## config.mk

```make
export PLATFORM = sky130hd
export DESIGN_NAME = i2c_chan_select
export DESIGN_NICKNAME = d
export VERILOG_FILES = /design/src/rtl/i2csel_pkg.sv /design/src/rtl/i2c_line_sampler.sv /design/src/rtl/i2c_byte_engine.sv /design/src/rtl/chan_decode.sv /design/src/rtl/i2c_chan_select.sv
export SDC_FILE = /design/constraint.sdc
export NUM_CORES = 1
export LEC_CHECK = 0
export ABC_CLOCK_PERIOD_IN_PS = 3750
export BUFFER_PORTS_ARGS = -buffer_cell sky130_fd_sc_hd__buf_2
export CAP_MARGIN = 20
export CORE_UTILIZATION = 35
export DETAILED_ROUTE_END_ITERATION = 10
export SLEW_MARGIN = 20
export SYNTH_ARGS = -nofsm -noshare
export SYNTH_HDL_FRONTEND = slang
export SYNTH_SLANG_ARGS = --single-unit
```

## constraint.sdc

```tcl
create_clock -name clk -period 3.75 [get_ports clk]
set_clock_uncertainty 0.2 [all_clocks]
set_input_delay 0.375 -clock clk [delete_from_list [all_inputs] [get_ports clk]]
set_output_delay 0.375 -clock clk [all_outputs]
set_load 0.05 [all_outputs]
```

## src/rtl/i2csel_pkg.sv

```systemverilog
package i2csel_pkg;
  localparam logic [3:0] ADDR_HI = 4'b1110;

  typedef enum logic [3:0] {
    S_IDLE, S_ADDR, S_AEND, S_AACK, S_WR, S_WEND,
    S_WACK, S_RD, S_RACK, S_RNEXT, S_WAIT
  } bus_st_t;
endpackage

```

## src/rtl/i2c_line_sampler.sv

```systemverilog
module i2c_line_sampler #(
  parameter int SYNC = 2
) (
  input  logic clk,
  input  logic rst,
  input  logic scl_i,
  input  logic sda_i,
  output logic sda_s,
  output logic scl_rise,
  output logic scl_fall,
  output logic start_ev,
  output logic stop_ev
);
  logic [SYNC-1:0] scl_ff, sda_ff;
  logic scl_d, sda_d, scl_s;

  always_ff @(posedge clk) begin
    if (rst) begin
      scl_ff <= '1;
      sda_ff <= '1;
      scl_d  <= 1'b1;
      sda_d  <= 1'b1;
    end else begin
      scl_ff <= {scl_ff[SYNC-2:0], scl_i};
      sda_ff <= {sda_ff[SYNC-2:0], sda_i};
      scl_d  <= scl_s;
      sda_d  <= sda_s;
    end
  end

  assign scl_s    = scl_ff[SYNC-1];
  assign sda_s    = sda_ff[SYNC-1];
  assign scl_rise = scl_s & ~scl_d;
  assign scl_fall = ~scl_s & scl_d;
  // data edges while the clock stays high are bus conditions
  assign start_ev = scl_s & scl_d & sda_d & ~sda_s;
  assign stop_ev  = scl_s & scl_d & ~sda_d & sda_s;
endmodule

```

## src/rtl/i2c_byte_engine.sv

```systemverilog
module i2c_byte_engine
  import i2csel_pkg::*;
(
  input  logic       clk,
  input  logic       rst,
  input  logic       sda_s,
  input  logic       scl_rise,
  input  logic       scl_fall,
  input  logic       start_ev,
  input  logic       stop_ev,
  input  logic [6:0] dev_addr,
  input  logic [7:0] tx_byte,
  output logic       sda_oe,
  output logic       wr_pulse,
  output logic [7:0] wr_data
);
  bus_st_t    st;
  logic [2:0] cnt;
  logic [7:0] sh;
  logic       rw;

  always_ff @(posedge clk) begin
    if (rst) begin
      st       <= S_IDLE;
      cnt      <= '0;
      sh       <= '0;
      rw       <= 1'b0;
      sda_oe   <= 1'b0;
      wr_pulse <= 1'b0;
    end else begin
      wr_pulse <= 1'b0;
      if (start_ev) begin
        st     <= S_ADDR;
        cnt    <= '0;
        sda_oe <= 1'b0;
      end else if (stop_ev) begin
        st     <= S_IDLE;
        sda_oe <= 1'b0;
      end else begin
        case (st)
          S_ADDR, S_WR: if (scl_rise) begin
            sh  <= {sh[6:0], sda_s};
            cnt <= cnt + 3'd1;
            if (cnt == 3'd7) st <= (st == S_ADDR) ? S_AEND : S_WEND;
          end
          S_AEND: if (scl_fall) begin
            if (sh[7:1] == dev_addr) begin
              sda_oe <= 1'b1;
              rw     <= sh[0];
              st     <= S_AACK;
            end else begin
              st <= S_WAIT;
            end
          end
          S_AACK: if (scl_fall) begin
            cnt <= '0;
            if (rw) begin
              sh     <= tx_byte;
              sda_oe <= ~tx_byte[7];
              st     <= S_RD;
            end else begin
              sda_oe <= 1'b0;
              st     <= S_WR;
            end
          end
          S_WEND: if (scl_fall) begin
            sda_oe   <= 1'b1;
            wr_pulse <= 1'b1;
            st       <= S_WACK;
          end
          S_WACK: if (scl_fall) begin
            sda_oe <= 1'b0;
            st     <= S_WAIT;
          end
          S_RD: if (scl_fall) begin
            if (cnt == 3'd7) begin
              sda_oe <= 1'b0;
              st     <= S_RACK;
            end else begin
              sda_oe <= ~sh[6];
              sh     <= {sh[6:0], 1'b0};
              cnt    <= cnt + 3'd1;
            end
          end
          S_RACK: if (scl_rise) st <= sda_s ? S_WAIT : S_RNEXT;
          S_RNEXT: if (scl_fall) begin
            sh     <= tx_byte;
            sda_oe <= ~tx_byte[7];
            cnt    <= '0;
            st     <= S_RD;
          end
          default: ;
        endcase
      end
    end
  end

  assign wr_data = sh;

  a_r9_drive_only_ack_or_read: assert property (@(posedge clk) disable iff (rst)
    sda_oe |-> (st == S_AACK || st == S_WACK || st == S_RD));
  a_r9_start_releases: assert property (@(posedge clk) disable iff (rst)
    start_ev |=> !sda_oe);
  a_r1_ack_needs_match: assert property (@(posedge clk) disable iff (rst)
    ($rose(sda_oe) && st == S_AACK) |-> ($past(sh[7:1]) == dev_addr));
endmodule

```

## src/rtl/chan_decode.sv

```systemverilog
module chan_decode #(
  parameter int N_CH     = 4,
  parameter bit MUX_MODE = 1'b0
) (
  input  logic [7:0]      wr_byte,
  input  logic [7:0]      cfg,
  output logic [7:0]      cfg_masked,
  output logic [N_CH-1:0] en
);
  localparam logic [7:0] SW_MASK  = 8'((16'd1 << N_CH) - 16'd1);
  localparam logic [7:0] SEL_MASK = (N_CH == 2) ? 8'h01 : 8'h03;
  localparam logic [7:0] CFG_MASK = MUX_MODE ? (SEL_MASK | 8'h04) : SW_MASK;

  assign cfg_masked = wr_byte & CFG_MASK;

  if (MUX_MODE) begin : g_mux
    for (genvar i = 0; i < N_CH; i++) begin : g_en
      assign en[i] = cfg[2] && ((cfg & SEL_MASK) == 8'(i));
    end
  end else begin : g_sw
    for (genvar i = 0; i < N_CH; i++) begin : g_en
      assign en[i] = |(cfg & (8'd1 << i));
    end
  end
endmodule

```

## src/rtl/i2c_chan_select.sv

```systemverilog
module i2c_chan_select
  import i2csel_pkg::*;
#(
  parameter int       N_CH      = 4,
  parameter bit       MUX_MODE  = 1'b0,
  parameter logic [2:0] ADDR_PINS = 3'b111
) (
  input  logic                            clk,
  input  logic                            rst,
  input  logic [2:0]                      strap,
  input  logic                            scl_i,
  input  logic                            sda_i,
  output logic                            sda_oe,
  input  logic [(N_CH > 4 ? 4 : N_CH)-1:0] int_n_i,
  output logic                            irq_drive_low,
  output logic [N_CH-1:0]                 ch_en
);
  localparam int IW = (N_CH > 4) ? 4 : N_CH;

  logic sda_s, scl_rise, scl_fall, start_ev, stop_ev;
  logic wr_pulse;
  logic [7:0] wr_data, cfg_new, pend_q, cfg_q, rd_byte;
  logic pend_vld;
  logic [N_CH-1:0] en_dec, ch_en_q;
  logic [IW-1:0] int_ff, int_s;
  logic [3:0] irq_bits;
  logic irq_low_q;
  logic [6:0] dev_addr;

  assign dev_addr = {ADDR_HI, strap & ADDR_PINS};

  i2c_line_sampler #(.SYNC(2)) u_samp (
    .clk(clk), .rst(rst), .scl_i(scl_i), .sda_i(sda_i), .sda_s(sda_s),
    .scl_rise(scl_rise), .scl_fall(scl_fall),
    .start_ev(start_ev), .stop_ev(stop_ev)
  );

  i2c_byte_engine u_eng (
    .clk(clk), .rst(rst), .sda_s(sda_s), .scl_rise(scl_rise),
    .scl_fall(scl_fall), .start_ev(start_ev), .stop_ev(stop_ev),
    .dev_addr(dev_addr), .tx_byte(rd_byte), .sda_oe(sda_oe),
    .wr_pulse(wr_pulse), .wr_data(wr_data)
  );

  chan_decode #(.N_CH(N_CH), .MUX_MODE(MUX_MODE)) u_dec (
    .wr_byte(wr_data), .cfg(cfg_q), .cfg_masked(cfg_new), .en(en_dec)
  );

  assign irq_bits = 4'(~int_s);
  assign rd_byte  = (N_CH < 8) ? {irq_bits, cfg_q[3:0]} : cfg_q;

  always_ff @(posedge clk) begin
    if (rst) begin
      pend_q    <= '0;
      pend_vld  <= 1'b0;
      cfg_q     <= '0;
      ch_en_q   <= '0;
      int_ff    <= '1;
      int_s     <= '1;
      irq_low_q <= 1'b0;
    end else begin
      int_ff    <= int_n_i;
      int_s     <= int_ff;
      irq_low_q <= ~&int_s;
      ch_en_q   <= en_dec;
      if (wr_pulse) begin
        pend_q   <= cfg_new;
        pend_vld <= 1'b1;
      end
      if (stop_ev && pend_vld) begin
        cfg_q    <= pend_q;
        pend_vld <= 1'b0;
      end
    end
  end

  assign ch_en         = ch_en_q;
  assign irq_drive_low = irq_low_q;

  a_r3_cfg_moves_on_stop: assert property (@(posedge clk) disable iff (rst)
    !$stable(cfg_q) |-> $past(stop_ev));
  a_r7_irq_follows_request: assert property (@(posedge clk) disable iff (rst)
    $fell(&int_s) |=> irq_drive_low);
  a_r6_reset_clears: assert property (@(posedge clk)
    rst |=> (ch_en_q == '0));

  if (MUX_MODE) begin : g_mux_chk
    a_r5_single_channel: assert property (@(posedge clk) disable iff (rst)
      $onehot0(ch_en_q));
  end
endmodule

```

; ---- After elaboration in Yosys (flattened, before gate mapping)
; Index checks and enable logic that the tools add are counted.
[totals]
rom_bits = 0
mem_bits_rw = 0
register_bits = 46
input_bits = 11
latch_bits = 0
elab_cells = 131
memories = 0
[classes]
n_eq_ne = 35
order_cmp = 0
n_reduce_logical = 20
multipliers = 0
n_bitwise = 17
add_sub_neg = 1
div_mod_pow = 0
shift = 0
muxes = 40
[ops]
columns = op, n
row1 = $mux W8, 6
row2 = $mux W4, 11
row3 = $ne A4 B4 Y1 const B, 8
row4 = $pmux W4 S8, 1
row5 = $pmux W8 S4, 1
row6 = $reduce_and A11 Y1, 2
row7 = $ne A2 B2 Y1 const B, 9
row8 = $eq A4 B3 Y1 const B, 4
row9 = $mux W3, 5
row10 = $mux W1, 12
row11 = $ne A2 B1 Y1 const B, 5
row12 = $reduce_bool A10 Y1, 1
row13 = $not A1 Y1, 9
row14 = $pmux W3 S3, 1
row15 = $reduce_and A9 Y1, 1
row16 = $eq A4 B2 Y1 const B, 2
row17 = $eq A4 B4 Y1 const B, 2
row18 = $ne A4 B3 Y1 const B, 2
row19 = $reduce_and A8 Y1, 1
row20 = $reduce_bool A8 Y1, 1
row21 = $reduce_or A2 Y1, 4
row22 = $and A1 B1 Y1, 7
row23 = $eq A7 B7 Y1, 1
row24 = $pmux W1 S6, 1
row25 = other kinds (15), 16

; ---- Logic depth before layout (Yosys ltp)
; Gate-level depths: netlist (run 1).
[depth]
depth_word = 7
depth_mapped = 8
mapped_depth_nobuf = 7

; ---- By module
; From an unflattened synthesis (run 1), not the netlist that was laid out.
[unflattened]
cells_unflattened = 293
area_unflattened_um2 = 2711.4
[by_module_without_submodules]
columns = mod, seq_area_each_um2, cells_per_inst, area_each_um2, n_inst
row1 = i2c_byte_engine, 360.3, 165, 1376.3, 1
row2 = i2c_chan_select, 600.6, 99, 1051.0, 1
row3 = i2c_line_sampler, 120.1, 16, 190.2, 1
row4 = chan_decode, 0.0, 13, 93.8, 1

; ---- Least setup slack after synthesis (run 1)
; Ideal clock, no wire load.
[synth_timing]
path_type = reg2reg
start = reg u_eng.cnt[0]
end = reg u_eng.sh[3] (netlist: u_eng.wr_data[3])
stages_incl_launch_ff = 9
n_path_buf = 1
t_required_ns = 3.479
synth_period_minus_slack_ns = 2.088
arrival_time_ns = 1.817
path_slack_ns = 1.662
setup_ns = 0.071
path_cell_list = dfxtp_1 > ha_1 > ha_1 > nand2b_1 > a211oi_2 > o32ai_2 > buf_6 > or3_1 > a21oi_1
[synth_via]
elab_chain_len = 3
[synth_rtl]
columns = item, line
row1 = "start, declared", i2c_byte_engine.sv:18  ; logic [2:0] cnt;
row2 = "start signal, assigned", i2c_byte_engine.sv:43  ; cnt <= cnt + 3'd1;
row3 = "start signal, assigned", i2c_byte_engine.sv:82  ; cnt <= cnt + 3'd1;
row4 = $eq A3 B3 Y1, i2c_byte_engine.sv:76  ; if (cnt == 3'd7) begin
row5 = $ne A2 B2 Y1 (no source line), n/a
row6 = $reduce_and A9 Y1 (no source line), n/a
row7 = "end signal, assigned", i2c_byte_engine.sv:58  ; sh <= tx_byte;
row8 = "end signal, assigned", i2c_byte_engine.sv:81  ; sh <= {sh[6:0], 1'b0};
row9 = "end signal, assigned", i2c_byte_engine.sv:87  ; sh <= tx_byte;
row10 = "end, declared", i2c_byte_engine.sv:19  ; logic [7:0] sh;
; No other way between the ends.
; A chain may end at the register's enable or synchronous reset.

; ---- Final worst setup path (run 1)
[layout_timing]
start = reg u_eng.st[1]
end = reg u_eng.sh[0] (netlist: u_eng.wr_data[0])
[layout_via]
elab_chain_len = 4
[layout_rtl]
columns = item, line
row1 = "start, declared", i2c_byte_engine.sv:17  ; bus_st_t st;
row2 = "start signal, assigned", i2c_byte_engine.sv:44  ; if (cnt == 3'd7) st <= (st == S_ADDR) ? S_AEND : S_WEND;
row3 = "start signal, assigned", i2c_byte_engine.sv:85  ; S_RACK: if (scl_rise) st <= sda_s ? S_WAIT : S_RNEXT;
row4 = $eq A4 B3 Y1 or $eq A4 B1 Y1 (tied branches), i2c_byte_engine.sv:40  ; case (st)
row5 = $reduce_or A2 Y1, i2c_byte_engine.sv:40
row6 = $reduce_bool A4 Y1 (no source line) or $ne A2 B2 Y1 (tied branches), n/a
row7 = $reduce_and A9 Y1 (no source line), n/a
row8 = "end signal, assigned", i2c_byte_engine.sv:42  ; sh <= {sh[6:0], sda_s};
row9 = "end signal, assigned", i2c_byte_engine.sv:58
row10 = "end signal, assigned", i2c_byte_engine.sv:81
; Parallel ways exist; a longest one is shown, timed or not.

==> impl_metrics.json, run 1 <==
{
  "status": "finished, final reports clean",
  "slowest_stage": "dfxtp_1",
  "fp.dieW_um": 81.6,
  "remaining_drc_errors": 0,
  "max_stage_delay_ns": 0.77,
  "slew_headroom": 0.414,
  "place_hpwl_um": 3040,
  "finalCritPeriodShare": 0.713,
  "hold_path_end": "int_ff[0]",
  "whs_ns": 0.0570,
  "slew_violations": 0,
  "crit_path_start_kind": "register",
  "arrival_ns": 2.70,
  "multi_input_area_mm2": 0.00118,
  "ir_drop_v": 0.000269,
  "crit_fanout": 20,
  "initial_utilization": 0.368,
  "seqCellArea_um2": 921,
  "fmax_mhz": 374,
  "nFillCells": 618,
  "drt-total-wl_um": 4490,
  "reg2reg_depth": 5,
  "cts-root-buf": "clkbuf_8",
  "ant_nets": 0,
  "syn_inst": 250,
  "yosysUniqueCellTypes": 52,
  "final_layout_size_suffix_gt1_frac": 0.187,
  "io_pins": 17,
  "synth_top_family_by_area": "simple AND/OR/NAND/NOR gates",
  "drtIter0Drc": 142,
  "die_h_um": 81.6,
  "grt_pass1_vias": 1615,
  "viasPerCell": 5.43,
  "placed_area_mm2": 0.00230,
  "synthSimpleGateAreaFrac": 0.243,
  "final_core_util": 0.400,
  "cellPowerDensity_mw_per_mm2": 712,
  "worstMarginPinSlew_ns": 0.876,
  "worstHoldPathCells": 2,
  "wl_per_cell_um": 13.5,
  "setup_viol_count_final": 0,
  "clkLatencyLatePin_ns": 0.30,
  "endpoint_kind": "register",
  "area_growth_pct": 8.81,
  "finalHoldViolations": 0,
  "synth_mux_area_frac": 0.0361,
  "r2r_end": "u_eng.wr_data[0]",
  "synth_edf_count": 0,
  "final_cell_area_mm2": 0.00241,
  "synth-xor-area-share": 0.0198,
  "track_usage": 0.150,
  "async_flop_share": 0,
  "min_period_ns": 2.67,
  "max_cap_viol_count": 0,
  "rrSetupSlack_ns": 1.08,
  "globalplace.congestion": 0.853,
  "diodes": 0,
  "h-tree-depth": 2,
  "cts_buffers": 5,
  "yosysWarnings": 0,
  "rsz0062_at_grt": "no",
  "grt_max_degree": 41,
  "worstReg2RegStart": "u_eng.st[1]",
  "syn_avg_cell_area_um2": 8.86,
  "holdCritStartpoint": "int_n_i[0]",
  "netlist_area_mm2": 0.00222,
  "cp_top_family": "simple AND/OR/NAND/NOR gates",
  "rows": 28,
  "min_path_type": "primary input to register",
  "route.vias.total": 1803,
  "nNetsFinal": 269,
  "grt_pass1_wl_um": 7600,
  "worstPathCellList": "xnor2_1 > nor2_1 > a22oi_1 > or3_1 > a21oi_1",
  "ys_seq_area_frac": 0.416,
  "syn_nets": 263,
  "fin_ws_ns": 1.08,
  "coreArea_mm2": 0.00603,
  "fp.dieArea_mm2": 0.00665,
  "tns_ns": 0,
  "crit_path_start": "u_eng.st[1]",
  "pre_cts_slack_ns": 1.14,
  "drtPass1Iterations": 4,
  "numPortBuffers": 16,
  "synth_ff_type": "dfxtp_1",
  "tritoncts": "built",
  "crit_type": "register to register",
  "path_buf_inv": 0,
  "cts.clk_slew.worst_paths_ns": 0.08,
  "ctsHoldBuffers": 0,
  "antenna_found_initial": 0,
  "leakagePower_nw": 0.868,
  "post-cts-setup-buffers": 0,
  "cts_resized": 0,
  "clock_path_buffers": 2,
  "ys_ff_latch": 46,
  "grt-ovfl-total": 0,
  "cts.sinks": 46,
  "required_ns": 3.77,
  "synth_fa_ha_area_frac": 0.0113,
  "synth_compound_area_frac": 0.224
}
==> metal layers <==
metal,share of wire,vias to the layer above,track usage
li1,-,907,-
met1,0.47,842,0.187
met2,0.47,45,0.248
met3,0.043,9,0.0333
met4,0.016,0,0.0684
met5,0,-,0
==> metrics by stage <==
| step | power, mW | instances |
|---|---|---|
| 2_1_floorplan | 1.27 | 250 |
| 3_3_place_gp | 1.36 | 324 |
| 3_5_place_dp | 1.36 | 324 |
| 4_1_cts | 1.73 | 332 |
| 5_1_grt | 1.84 | 332 |
| 6_report | 1.72 | 332 |
==> where the power goes <==
part	internal [mW]	switching [mW]	leakage, nW
clock	0.199	0.158	0.0524
sequential	0.534	0.126	0.375
combinational	0.304	0.396	0.441
==> kinds of logic after synthesis <==
| kind of cell | after synthesis |
|---|---|
| simple gates | 98 |
| flops | 46 |
| compound gates | 69 |
| xor+xnor | 5 |
| mux | 8 |
| buf+inv | 22 |
| fa+ha+maj | 2 |
==> cell type report <==
cell class / count / area share
clock buffer: 7 / 0.0317
inverter: 3 / 0.00467
tap: 75 / 0.0389
sequential: 46 / 0.382
multi-input combinational: 182 / 0.491
clock inverter: 1 / 0.0125
timing repair buffer: 18 / 0.0394
==> cell usage in the layout, fill, tap and decap left out, drive strengths merged, types with 2 or more instances in the layout <==
| master | count |
|---|---|
| dfxtp | 46 |
| a21oi | 24 |
| nor2 | 19 |
| buf | 18 |
| or2 | 17 |
| nand2 | 16 |
| o21ai | 15 |
| mux2i | 8 |
| nand2b | 7 |
| nor2b | 7 |
| clkbuf | 7 |
| nor3 | 6 |
| nand3 | 6 |
| or3b | 5 |
| a2111o | 4 |
| xor2 | 4 |
| or3 | 4 |
| o211ai | 4 |
| nand3b | 3 |
| a211oi | 3 |
| inv | 2 |
| nor4 | 2 |
| a31oi | 2 |
| nor3b | 2 |
| a22oi | 2 |
| a311oi | 2 |
| ha | 2 |
| o32ai | 2 |
==> worst max path at each step <==
stage                             to  slack, ns  depth (start not counted)
floorplan           u_eng.wr_data[3]       1.66                          8
global placement    u_eng.wr_data[0]       1.17                          5
detailed placement  u_eng.wr_data[0]       1.14                          5
CTS                 u_eng.wr_data[0]       1.09                          5
global route        u_eng.wr_data[0]       0.86                          5
finish              u_eng.wr_data[0]       1.08                          5
==> registers in the layout, indices dropped and copies added (netlist names), 3 cells and up <==
register       count
u_eng.wr_data      8
cfg_q              4
ch_en              4
int_ff             4
int_s              4
pend_q             4
u_eng.st           4
u_eng.cnt          3
==> cell usage after synthesis, types with 6 or more instances <==
library cell | n | share of area
nor2b_1 | 7 | 0.020
nor3_1 | 6 | 0.014
nand2b_1 | 7 | 0.020
nand2_1 | 16 | 0.027
nand3_1 | 6 | 0.014
dfxtp_1 | 46 | 0.42
o21ai_0 | 15 | 0.034
nor2_1 | 19 | 0.032
or2_2 | 17 | 0.048
a21oi_1 | 23 | 0.052
mux2i_1 | 8 | 0.036
clkbuf_1 | 10 | 0.017
Note: power is estimated with default switching activity, not from simulation.
==> inputs of run 2 (changes only) <==
Settings changed: ABC_AREA set to 1, ABC_CLOCK_PERIOD_IN_PS 3750 to 2700.
Clock period 3.75 ns to 2.7 ns, I/O delays scaled along.
==> run 2 against run 1 <==
Effect of this change:
- design area up 4.0%
- maximum frequency grew 34%
- hold slack improved by 0.089 ns
- total power up 11%
- utilization rose by 1.6 points
- first-iteration DRC count up 37%
- critical path depth rose by 4
- non-clock buffer count rose by 5
- setup slack got worse by 0.38 ns
- die area down 0.11%
- sequential power rose by 18%
- synthesized cell count up 32%
==> impl_metrics.json, run 2 <==
{
  "status": "finished, final reports clean",
  "arrival_ns": 1.99,
  "yosysWarnings": 0,
  "drtPass1Iterations": 4,
  "dp.cells": 414,
  "numPortBuffers": 16,
  "viasPerCell": 4.80,
  "drtIter0Drc": 195,
  "ir_drop_v": 0.000329,
  "finalHoldViolations": 0,
  "fp.dieArea_mm2": 0.00665,
  "min_period_ns": 2.00,
  "met1_length_um": 2480,
  "async_flop_share": 0,
  "worstReg2RegStart": "u_eng.st[2]",
  "cts.clk_slew.worst_paths_ns": 0.09,
  "fp.dieW_um": 81.5,
  "clock_path_buffers": 2,
  "synth_ff_type": "dfxtp_1",
  "final_layout_size_suffix_gt1_frac": 0.153,
  "initial_utilization": 0.367,
  "slowest_stage": "dfxtp_1",
  "synth_top_cells_by_area": "dfxtp_1 (42%), nand2_1 (15%), nor2_1 (7.5%)",
  "slew_violations": 0,
  "leakagePower_nw": 1.17,
  "crit_fanout": 13,
  "clkLatencyLatePin_ns": 0.30,
  "grt_pass1_vias": 1868,
  "globalplace.congestion": 0.919,
  "hold_path_end": "irq_drive_low",
  "worstPathCellList": "inv_2 > nor2_4 > nand2_1 > nand3_2 > nor2_2 > nor2_4 > nand2_1 > nand2_1 > a21oi_1",
  "ys_seq_area_frac": 0.416,
  "yosys.area.top_type": "dfxtp_1",
  "cpMostUsedCell": "nand2_1",
  "largest_register_ff_count": 8,
  "min_path_type": "primary input to register",
  "cts.sinks": 46,
  "track_usage": 0.169,
  "pre_cts_slack_ns": 0.717,
  "endpoint_kind": "register",
  "wl_met2_um": 2300,
  "cts_buffers": 5,
  "cts_resized": 0,
  "diodes": 0,
  "r2r_end": "u_eng.wr_data[6]",
  "crit_type": "register to register",
  "cellPowerDensity_mw_per_mm2": 757,
  "tns_ns": 0,
  "holdCritStartpoint": "rst",
  "nNetsFinal": 365,
  "syn_nets": 343,
  "remaining_drc_errors": 0,
  "finalCritPeriodShare": 0.741,
  "grt-ovfl-total": 0,
  "syn_inst": 330,
  "rows": 28,
  "h-tree-depth": 2,
  "rsz0062_at_grt": "no",
  "wl_met3_um": 188,
  "synth_edf_count": 0,
  "slew_headroom": 0.736,
  "max_stage_delay_ns": 0.47,
  "grt_pass1_wl_um": 8410,
  "area_growth_pct": 13.3,
  "yosysTopAreaCellShare": 0.416,
  "rrSetupSlack_ns": 0.70,
  "required_ns": 2.69,
  "fmax_mhz": 500,
  "max_cap_viol_count": 0,
  "die_h_um": 81.5,
  "yosysMostFrequentCell": "nand2_1",
  "grt_max_degree": 19,
  "final_common_cell": "nand2_1",
  "tritoncts": "built",
  "coreArea_mm2": 0.00603,
  "placed_area_mm2": 0.00235,
  "stdcell_count": 428,
  "ant_nets": 0,
  "final_cell_mix": "nand2_1 (90), dfxtp_1 (46), nor2_1 (44)",
  "antenna_found_initial": 0,
  "worstMarginPinSlew_ns": 0.394,
  "cts-root-buf": "clkbuf_8",
  "io_pins": 17,
  "place_hpwl_um": 3710,
  "wl_per_cell_um": 11.9,
  "ys_ff_latch": 46,
  "fin_ws_ns": 0.699,
  "netlist_area_mm2": 0.00221,
  "route.vias.total": 2053,
  "power_mw": 1.90,
  "reg2reg_depth": 9,
  "final_cell_area_mm2": 0.00251,
  "worstHoldPathCells": 2,
  "nFillCells": 617,
  "crit_path_start_kind": "register",
  "post-cts-setup-buffers": 0,
  "final_core_util": 0.416,
  "top_layer_used": "met4",
  "setup_viol_count_final": 0,
  "ys_top_cells_by_count": "nand2_1 (90), dfxtp_1 (46), nor2_1 (44)",
  "syn_avg_cell_area_um2": 6.71,
  "yosysUniqueCellTypes": 28,
  "whs_ns": 0.146,
  "drt-total-wl_um": 5100
}
-- run 2: repair_timing --
item	in CTS	in global routing
endpoints found under the hold margin	6	0
hold buffers	6	0
setup endpoints to repair	0	0
-- run 2: how the worst max path moves through the flow --
stage | startpoint | endpoint | slack [ns] | cells after the start
after floorplan | u_eng.st[1] | u_eng.wr_data[2] | 0.97 | 11
after global placement | u_eng.st[2] | u_eng.wr_data[1] | 0.73 | 9
after detailed placement | u_eng.st[2] | u_eng.wr_data[7] | 0.72 | 9
after CTS | u_eng.st[2] | u_eng.wr_data[7] | 0.71 | 9
after global routing | u_eng.st[1] | u_eng.wr_data[2] | 0.49 | 9
final | u_eng.st[2] | u_eng.wr_data[6] | 0.70 | 9
-- run 2: layer usage --
metal,vias up,global-route usage
li1,1088,-
met4,0,0.0804
met2,54,0.277
met1,903,0.211
met3,8,0.0311
met5,-,0
-- run 2: logic make-up after synthesis --
kind of cell               synth area share
and+or+nand+nor                       0.373
adders and majority gates            0.0113
DFF                                   0.416
AOI/OAI and AO/OA                     0.116
buffers and inverters                0.0837
-- run 2: cell type report --
type                    instances  area, um2  share of cell area
well taps                      75       93.8              0.0374
flip-flops and latches         46        921               0.367
clock inverters                 1       8.76             0.00349
clock buffers                   7       86.3              0.0344
repair buffers                 23        148              0.0589
multi-input cells             238       1110               0.442
inverters                      38        143              0.0569
-- run 2: where the power goes --
group / internal [mW] / total [mW] / switching (mW)
clock: 0.212 / 0.452 / 0.240
sequential: 0.732 / 0.780 / 0.0479
combinational: 0.222 / 0.667 / 0.445
-- run 2: critical path, delay by kind of cell (launching register included) --
kind            cells  cell delay [ns]
compound gates      1             0.06
buf+inv             1             0.09
simple gates        7             1.07
flops               1             0.47
==> inputs of run 3 (changes only) <==
Settings changed: ABC_CLOCK_PERIOD_IN_PS 2700 to 1650.
Clock period 2.7 ns to 1.65 ns, I/O delays scaled along.
==> run 3 against run 2 <==
Effect of this change:
- the run now ends with setup timing left
- first-iteration DRC count is 54% lower
- flip-flop and latch count stayed put
- die area is the same
- register-to-register slack got worse by 0.85 ns
- wire length rose by 13%
- critical path depth grew 2
- utilization up 11 points
- non-clock buffer count rose by 51
- sequential power up 67%
- combinational power increased to 2.9 times the previous value
- count of clock-buffer cells in the layout fell by 2
- critical endpoint is now u_eng.wr_data[7]
==> impl_metrics.json, run 3 (same netlist as run 2, synthesis figures left out) <==
{
  "die_h_um": 81.5,
  "h-tree-depth": 2,
  "cts.clk_slew.worst_paths_ns": 0.10,
  "crit_type": "register to register",
  "globalplace.congestion": 0.893,
  "coreArea_mm2": 0.00603,
  "max_cap_viol_count": 0,
  "cts-root-buf": "clkbuf_8",
  "grt-ovfl-total": 0,
  "largest_register_ff_count": 8,
  "fin_ws_ns": -0.154,
  "required_ns": 1.69,
  "final_cell_mix": "nand2_1 (79), buf_4 (43), dfxtp_1 (40)",
  "remaining_drc_errors": 0,
  "initial_utilization": 0.367,
  "clock_path_buffers": 2,
  "status": "complete, but fails checks",
  "reg2reg_depth": 11,
  "hold_path_end": "u_eng.cnt[0]",
  "worstMarginPinSlew_ns": 0.376,
  "ant_nets": 0,
  "r2r_end": "u_eng.wr_data[7]",
  "route.vias.total": 2241,
  "io_pins": 17,
  "final_common_cell": "nand2_1",
  "worstHoldPathCells": 4,
  "drtPass1Iterations": 4,
  "final_layout_size_suffix_gt1_frac": 0.370,
  "wl_per_cell_um": 12.0,
  "rows": 28,
  "cts_buffers": 5,
  "rrSetupSlack_ns": -0.15,
  "fp.dieW_um": 81.5,
  "ir_drop_v": 0.000988,
  "rsz0062_at_grt": "yes",
  "finalHoldViolations": 0,
  "crit_path_start_kind": "register",
  "tritoncts": "built",
  "crit_path_start": "u_eng.st[2]",
  "place_hpwl_um": 4050,
  "leakagePower_nw": 1.48,
  "crit_fanout": 5,
  "track_usage": 0.195,
  "nNetsFinal": 417,
  "fmax_mhz": 554,
  "drtIter0Drc": 90,
  "grt_max_degree": 22,
  "worstReg2RegStart": "u_eng.st[2]",
  "holdCritStartpoint": "rst",
  "clkLatencyLatePin_ns": 0.31,
  "cellPowerDensity_mw_per_mm2": 1310,
  "cts.sinks": 46,
  "numPortBuffers": 16,
  "viasPerCell": 4.67,
  "violations": "setup timing",
  "min_period_ns": 1.80,
  "setup_viol_count_final": 16,
  "diodes": 0,
  "grt_pass1_vias": 2188,
  "slew_headroom": 0.749,
  "antenna_found_initial": 0,
  "final_core_util": 0.529,
  "fp.dieArea_mm2": 0.00665,
  "min_path_type": "primary input to register",
  "arrival_ns": 1.84,
  "slew_violations": 0,
  "endpoint_kind": "register",
  "area_growth_pct": 44.0,
  "finalCritPeriodShare": 1.09,
  "drt-total-wl_um": 5750,
  "pre_cts_slack_ns": -0.248,
  "grt_pass1_wl_um": 9780
}
run 3: cell count changes in the layout (fill, tap and decap cells not counted), moves of 4 or more:
| cell | previous run | this run |
|---|---|---|
| buf_4 | 1 | 43 |
| a21oi_2 | 0 | 5 |
| nand2_2 | 2 | 9 |
| nor2_4 | 3 | 9 |
| nor2_1 | 44 | 38 |
| a21oi_1 | 24 | 19 |
| nand3_1 | 25 | 15 |
| o21ai_2 | 0 | 4 |
| nand3_2 | 1 | 10 |
| dfxtp_1 | 46 | 40 |
| o21ai_1 | 7 | 3 |
| buf_6 | 0 | 4 |
| nand2_1 | 90 | 79 |
run 3: stage by stage:
step | power [mW] | instances | hold slack (ns) | area [um2] | setup TNS (ns)
2_1_floorplan | 2.20 | 330 | 0.0688 | 2220 | -0.0339
3_3_place_gp | 2.69 | 454 | 0.149 | 2660 | -2.64
3_5_place_dp | 2.70 | 454 | 0.151 | 2660 | -2.86
4_1_cts | 4.06 | 479 | 0.0237 | 3120 | -1.34
5_1_grt | 4.44 | 480 | 0.0332 | 3190 | -3.01
6_report | 4.16 | 480 | 0.0184 | 3190 | -1.61
run 3: worst max-delay path: stages (launching register included):
cell and delay [ns]:
dfxtp_4 0.41, inv_4 0.04, nor2_4 0.15, nand2_1 0.09
nand2_2 0.09, buf_12 0.12, nor2_4 0.04, nor2_4 0.11
buf_12 0.14, buf_8 0.11, nand3_2 0.07, a21oi_2 0.14
run 3: layer usage:
layer  vias up  part of all wire  global-route usage
met2        38              0.49               0.348
li1       1199                 -                   -
met4         0             0.017              0.0571
met3         8             0.033              0.0367
met5         -                 0                   0
met1       996              0.46               0.235
run 3: layout make-up:
| cell class | count | area (um2) |
|---|---|---|
| Timing Repair Buffer | 74 | 583 |
| Multi-Input combinational cell | 239 | 1310 |
| Sequential cell | 46 | 936 |
| Tap cell | 75 | 93.8 |
| Fill cell | 573 | 2840 |
| Clock inverter | 3 | 48.8 |
| Clock buffer | 5 | 68.8 |
| Inverter | 38 | 150 |
run 3: how the worst max path moves through the flow:
stage / end / slack, ns
floorplan: u_eng.wr_data[2] / -0.006
global placement: u_eng.wr_data[4] / -0.22
detailed placement: u_eng.wr_data[7] / -0.25
CTS: u_eng.st[1] / -0.12
global route: u_eng.cnt[1] / -0.22
finish: u_eng.wr_data[7] / -0.15
run 3: repair_timing:
| item | in CTS | in global routing |
|---|---|---|
| setup endpoints to repair | 16 | 22 |
| endpoints found under the hold margin | 9 | 0 |
| gates resized for setup | 50 | 15 |
| hold buffers | 8 | 0 |
| gates cloned | 1 | 0 |
| buffers inserted | 9 | 1 |
| pin swaps | 16 | 7 |
run 3: report_power, final:
part | switching [mW] | leakage, nW | internal, mW
sequential | 0.0867 | 0.379 | 1.21
clock | 0.439 | 0.0563 | 0.462
combinational | 1.03 | 1.05 | 0.935
total | 1.55 | 1.48 | 2.61
